==> config.mk <==
export PLATFORM = sky130hd
export DESIGN_NAME = simt_reconv_stack
export DESIGN_NICKNAME = d
export VERILOG_FILES = /design/src/rtl/simt_stack_pkg.sv /design/src/rtl/simt_branch_eval.sv /design/src/rtl/simt_stack_store.sv /design/src/rtl/simt_err_flags.sv /design/src/rtl/simt_reconv_stack.sv
export SDC_FILE = /design/constraint.sdc
export NUM_CORES = 1
export LEC_CHECK = 0
export ABC_AREA = 1
export CAP_MARGIN = 30
export CORE_ASPECT_RATIO = 1.75
export CORE_MARGIN = 1.5
export CORE_UTILIZATION = 32
export CTS_CLUSTER_DIAMETER = 120
export CTS_CLUSTER_SIZE = 20
export DETAILED_ROUTE_END_ITERATION = 10
export SETUP_SLACK_MARGIN = 0.1
export SYNTH_ARGS = -nofsm -noshare
export SYNTH_HDL_FRONTEND = slang
export SYNTH_SLANG_ARGS = --single-unit
==> constraint.sdc <==
create_clock -name clk -period 7.55 [get_ports clk]
set_clock_uncertainty 0.1 [all_clocks]
set_input_delay 1.51 -clock clk [delete_from_list [all_inputs] [get_ports clk]]
set_output_delay 1.51 -clock clk [all_outputs]
set_load 0.1 [all_outputs]
==> src/rtl/simt_stack_pkg.sv <==
package simt_stack_pkg;

    localparam int LANES = 32;
    localparam int PC_W  = 32;

    typedef logic [LANES-1:0] lane_mask_t;
    typedef logic [PC_W-1:0]  pc_t;

    typedef struct packed {
        lane_mask_t mask;
        pc_t        pc;
    } stack_ent_t;

    typedef enum logic [1:0] {
        BR_ALL_FALL = 2'd0,
        BR_ALL_TAKE = 2'd1,
        BR_SPLIT    = 2'd2
    } br_kind_e;

    typedef enum logic [2:0] {
        ACT_HOLD    = 3'd0,
        ACT_JUMP    = 3'd1,
        ACT_DIVERGE = 3'd2,
        ACT_POP     = 3'd3,
        ACT_REFUSE  = 3'd4
    } act_e;

    function automatic br_kind_e classify(lane_mask_t act, lane_mask_t tk);
        lane_mask_t on_tk;
        lane_mask_t off_tk;
        on_tk  = act & tk;
        off_tk = act & ~tk;
        if (on_tk == '0)
            return BR_ALL_FALL;
        else if (off_tk == '0)
            return BR_ALL_TAKE;
        else
            return BR_SPLIT;
    endfunction

endpackage

==> src/rtl/simt_branch_eval.sv <==
module simt_branch_eval
    import simt_stack_pkg::*;
(
    input  lane_mask_t cur_mask,
    input  lane_mask_t taken,
    output lane_mask_t taken_lanes,
    output lane_mask_t other_lanes,
    output br_kind_e   kind
);
    always_comb begin
        taken_lanes = cur_mask & taken;
        other_lanes = cur_mask & ~taken;
        kind        = classify(cur_mask, taken);
    end
endmodule

==> src/rtl/simt_stack_store.sv <==
module simt_stack_store
    import simt_stack_pkg::*;
#(
    parameter int DEPTH = 8,
    localparam int DW   = $clog2(DEPTH + 1)
) (
    input  logic       clk,
    input  logic       rst,
    input  logic       push_pair,
    input  logic       pop,
    input  stack_ent_t ent_lo,
    input  stack_ent_t ent_hi,
    output logic [DW-1:0] depth,
    output stack_ent_t top_ent
);
    stack_ent_t slot_q [DEPTH];
    logic [DW-1:0] depth_q;

    always_ff @(posedge clk) begin
        if (rst) begin
            for (int i = 0; i < DEPTH; i++) slot_q[i] <= '0;
        end else if (push_pair) begin
            for (int i = 0; i < DEPTH; i++) begin
                if (i == int'(depth_q))
                    slot_q[i] <= ent_lo;
                else if (i == int'(depth_q) + 1)
                    slot_q[i] <= ent_hi;
            end
        end
    end

    always_ff @(posedge clk) begin
        if (rst)
            depth_q <= '0;
        else if (push_pair)
            depth_q <= depth_q + DW'(2);
        else if (pop)
            depth_q <= depth_q - DW'(1);
    end

    always_comb begin
        top_ent = '0;
        for (int i = 0; i < DEPTH; i++) begin
            if (int'(depth_q) == i + 1) top_ent = slot_q[i];
        end
    end

    assign depth = depth_q;
endmodule

==> src/rtl/simt_err_flags.sv <==
module simt_err_flags (
    input  logic clk,
    input  logic rst,
    input  logic set_ovf,
    input  logic set_proto,
    output logic ovf,
    output logic proto
);
    always_ff @(posedge clk) begin
        if (rst) begin
            ovf   <= 1'b0;
            proto <= 1'b0;
        end else begin
            if (set_ovf)   ovf   <= 1'b1;
            if (set_proto) proto <= 1'b1;
        end
    end
endmodule

==> src/rtl/simt_reconv_stack.sv <==
module simt_reconv_stack
    import simt_stack_pkg::*;
#(
    parameter int DEPTH = 8,
    parameter logic [31:0] RESET_PC = 32'h0,
    localparam int DW = $clog2(DEPTH + 1)
) (
    input  logic          clk,
    input  logic          rst,
    input  logic          br_valid,
    input  logic [31:0]   br_taken,
    input  logic [31:0]   br_target_pc,
    input  logic [31:0]   br_fallthru_pc,
    input  logic [31:0]   br_reconv_pc,
    input  logic          sync_valid,
    output logic [31:0]   active_mask,
    output logic [31:0]   next_pc,
    output logic [DW-1:0] stack_depth,
    output logic          overflow_err,
    output logic          protocol_err
);
    lane_mask_t mask_q;
    pc_t        pc_q;
    lane_mask_t taken_lanes;
    lane_mask_t other_lanes;
    br_kind_e   kind;
    act_e       act;
    logic       set_ovf;
    logic       set_proto;
    logic [DW-1:0] depth;
    stack_ent_t ent_lo;
    stack_ent_t ent_hi;
    stack_ent_t top_ent;
    logic       has_room;

    simt_branch_eval u_eval (
        .cur_mask    (mask_q),
        .taken       (br_taken),
        .taken_lanes (taken_lanes),
        .other_lanes (other_lanes),
        .kind        (kind)
    );

    assign has_room = (int'(depth) + 2) <= DEPTH;

    always_comb begin
        act       = ACT_HOLD;
        set_ovf   = 1'b0;
        set_proto = 1'b0;
        if (br_valid && sync_valid) begin
            act       = ACT_REFUSE;
            set_proto = 1'b1;
        end else if (br_valid) begin
            if (kind != BR_SPLIT)
                act = ACT_JUMP;
            else if (has_room)
                act = ACT_DIVERGE;
            else
                set_ovf = 1'b1;
        end else if (sync_valid) begin
            if (depth == '0)
                set_proto = 1'b1;
            else
                act = ACT_POP;
        end
    end

    always_comb begin
        ent_lo.mask = mask_q;
        ent_lo.pc   = br_reconv_pc;
        ent_hi.mask = other_lanes;
        ent_hi.pc   = br_fallthru_pc;
    end

    simt_stack_store #(.DEPTH(DEPTH)) u_store (
        .clk       (clk),
        .rst       (rst),
        .push_pair (act == ACT_DIVERGE),
        .pop       (act == ACT_POP),
        .ent_lo    (ent_lo),
        .ent_hi    (ent_hi),
        .depth     (depth),
        .top_ent   (top_ent)
    );

    simt_err_flags u_flags (
        .clk       (clk),
        .rst       (rst),
        .set_ovf   (set_ovf),
        .set_proto (set_proto),
        .ovf       (overflow_err),
        .proto     (protocol_err)
    );

    always_ff @(posedge clk) begin
        if (rst) begin
            mask_q <= '1;
            pc_q   <= RESET_PC;
        end else begin
            case (act)
                ACT_JUMP:
                    pc_q <= (kind == BR_ALL_TAKE) ? br_target_pc : br_fallthru_pc;
                ACT_DIVERGE: begin
                    mask_q <= taken_lanes;
                    pc_q   <= br_target_pc;
                end
                ACT_POP: begin
                    mask_q <= top_ent.mask;
                    pc_q   <= top_ent.pc;
                end
                default: ;
            endcase
        end
    end

    assign active_mask = mask_q;
    assign next_pc     = pc_q;
    assign stack_depth = depth;
endmodule

==> results.tsv <==
stage	metric	value	unit
flow_run	maxCapViolations	0	
synthesis	yosysSeqAreaShare	0.510	
timing	finalCritPeriodShare	0.694	
worst_setup_path	critPathSlowestCell	buf_4	
synthesis	syn_area_per_cell	7.40	um^2
timing	hold_violations	0	
layout	drive_gt1_frac	0.0457	
detailed_routing	wire_per_inst	21.2	um
global_routing	grt_pass1_wl	183000	um
clocking	htreeDepth	2	
global_routing	groute.usage.overall	0.232	
floorplan	core-area	0.102	mm^2
layout	finalNetCount	4625	
worst_setup_path	r2r_setup_slack	2.88	ns
detailed_routing	vias_per_cell	5.15	
floorplan	dieArea	0.105	mm^2
timing	period_minus_slack	5.24	ns
clocking	clk_path_buf_depth	3	
floorplan	die_w	245	um
clocking	numCtsBuffers	35	
placed_design	numPortBuffers	201	
timing	rsz0062_at_grt	no	
worst_setup_path	path_cells	clkdlybuf4s50_1 -> inv_1 -> nand2_1 -> nand2_1 -> nor2_1 -> nand2_1 -> nor2_1 -> nand2_1 -> nand2_1 -> inv_2 -> nand4_4 -> nor2_4 -> buf_4 -> nand2_1 -> nand2_1 -> buf_4 -> nand2_1 -> inv_1	
synthesis	synth_area	0.0329	mm^2
power_and_ir_drop	peakVddDrop	0.178	mV
layout	final_cell_mix	1698 x nand2_1, 646 x nor2_1, 512 x edfxtp_1, 391 x inv_1, 270 x nand3_1	
detailed_routing	routed_wl	124000	um
detailed_routing	vias	30078	
timing	clock.fmax	191	MHz
timing	tightest_slew	1.06	ns
worst_hold_path	hold_class	reg2reg	
worst_setup_path	slowest_delay	0.70	ns
clocking	post-cts-setup-buffer-count	0	
worst_setup_path	end_kind	flip-flop	
power_and_ir_drop	power.leakage	0.0172	uW
global_routing	grt_pass1_vias	28689	
power_and_ir_drop	pwr_density_cell	243	mW/mm^2
synthesis	yosysWarnings	0	
worst_setup_path	cp-start-kind	primary input	
worst_setup_path	critPathRequiredTime	7.92	ns
floorplan	design.portCount	202	
timing	report.final.slew_viol_count	0	
timing	fin_ws	2.31	ns
layout	n_fill_cell	10703	
worst_setup_path	critical_path.max_fanout	45	
clocking	hold_buffers	0	
synthesis	ys_types	36	
synthesis	ys_ff_latch	582	
floorplan	rows	155	
layout	final_common_cell	nand2_1	
detailed_routing	drtIter0Drc	2758	
global_routing	grt_start_max_net_pins	106	
run_status	status	complete, no violations	
clocking	clk_pin_slew	0.09	ns
placed_design	place_hpwl	73800	um
clocking	clk_latency	0.60	ns
clocking	cts.sinks	582	
synthesis	synth_cells	4451	
detailed_routing	dr.pass1.iters	6	
global_routing	antenna_found_initial	8	
timing	setup_viol	0	
worst_setup_path	arrival	5.60	ns
timing	fin_setup_tns	0	ns
placed_design	dp_slack	1.78	ns
worst_setup_path	path_class	in2reg	
global_routing	overflow	0	
floorplan	start_util	0.323	
clocking	cts_resized	0	
clocking	clock-root-buffer	clkbuf_16	
detailed_routing	drc	0	
detailed_routing	antenna_left	0	
layout	syn2layout_area_growth	14.7	%
timing	relSlewSlack	0.296	
worst_setup_path	cpMostUsedCell	nand2_1	
floorplan	fp.dieH	427	um
placed_design	routabilityCongestion	0.843	
synthesis	syn_nets	4592	
clocking	cts_tree	built	
==> synth_stat cells (all sizes together) <==
cell type,n,area [um^2]
a21boi,1,7.51
a21oi,113,577
a31oi,1,6.26
buf,164,790
clkbuf,130,488
clkinv,3,11.3
dfxtp,70,1400
edfxtp,512,15400
ha,9,113
inv,417,1570
nand2,1707,6410
nand3,273,1370
nand3b,7,52.6
nand4,69,447
nor2,657,2490
nor3,2,10.0
nor4,1,6.26
o211ai,37,283
o21a,32,240
o21ai,216,1080
o21bai,6,45.0
o22ai,1,6.26
or2,20,125
xnor2,1,8.76
xor2,2,17.5
==> path summary, 6_finish.rpt <==
check | to | from | cells past startpoint
max reg2reg | u_store.slot_q[1][10]$_SDFFCE_PN0P_ | u_store.depth[0]$_SDFFE_PP0P_ | 14
min | next_pc[8]$_SDFFE_PP0P_ | next_pc[8]$_SDFFE_PP0P_ | 4
max | u_store.slot_q[1][10]$_SDFFCE_PN0P_ | br_taken[22] | 18
min reg2reg | next_pc[8]$_SDFFE_PP0P_ | next_pc[8]$_SDFFE_PP0P_ | 4
==> flip-flops by register name (all words and copies together), names as in the netlist <==
signal,flops
u_store.slot_q,512
u_store.depth,4
next_pc,32
u_flags.proto,1
u_flags.ovf,1
active_mask,32
==> where the power goes <==
group	internal (uW)	switching, uW
Combinational	847	2210
Sequential	3850	200
Clock	930	1150
==> metrics by stage <==
stage	hold slack (ns)	total power, uW	area (um^2)	utilization	instances
finish	0.420	9180	37800	0.370	5843
global placement	0.403	6960	36000	0.353	5754
floorplan	0.418	6000	32900	-	4451
detailed placement	0.407	7140	36700	0.359	5779
CTS	0.425	9180	37700	0.370	5840
global route	0.456	9590	37800	0.370	5843
==> logic make-up after synthesis <==
kind of cell,Yosys count,share of synthesized area
AO/OA/AOI/OAI,407,0.0682
buffers and inverters,714,0.0867
XOR/XNOR,3,0.000798
flip-flops,582,0.510
adder cells (fa/ha/maj),9,0.00342
AND/OR/NAND/NOR,2736,0.331
==> worst max-delay path, delay by kind of cell <==
kind,cells,cell delay [ns]
AND/OR/NAND/NOR,12,2.05
buffers and inverters,6,1.94
==> routing by layer <==
metal	track usage	vias up	part of all wire
li1	-	14161	-
met2	0.412	1445	0.50
met5	0	-	0.00045
met1	0.281	14188	0.38
met4	0.0943	8	0.039
met3	0.0317	276	0.081
==> final cells by class <==
| type | count | area (um^2) | share of cell area |
|---|---|---|---|
| clock inverter | 1 | 20.0 | 0.000530 |
| antenna | 1 | 2.50 | 0.0000663 |
| sequential | 582 | 16800 | 0.444 |
| inverter | 420 | 1580 | 0.0419 |
| multi-input combinational | 3155 | 13500 | 0.356 |
| clock buffer | 60 | 1010 | 0.0268 |
| tap | 1334 | 1670 | 0.0442 |
| timing repair buffer | 290 | 3240 | 0.0858 |
No activity file was read; power rests on OpenSTA's default activity.
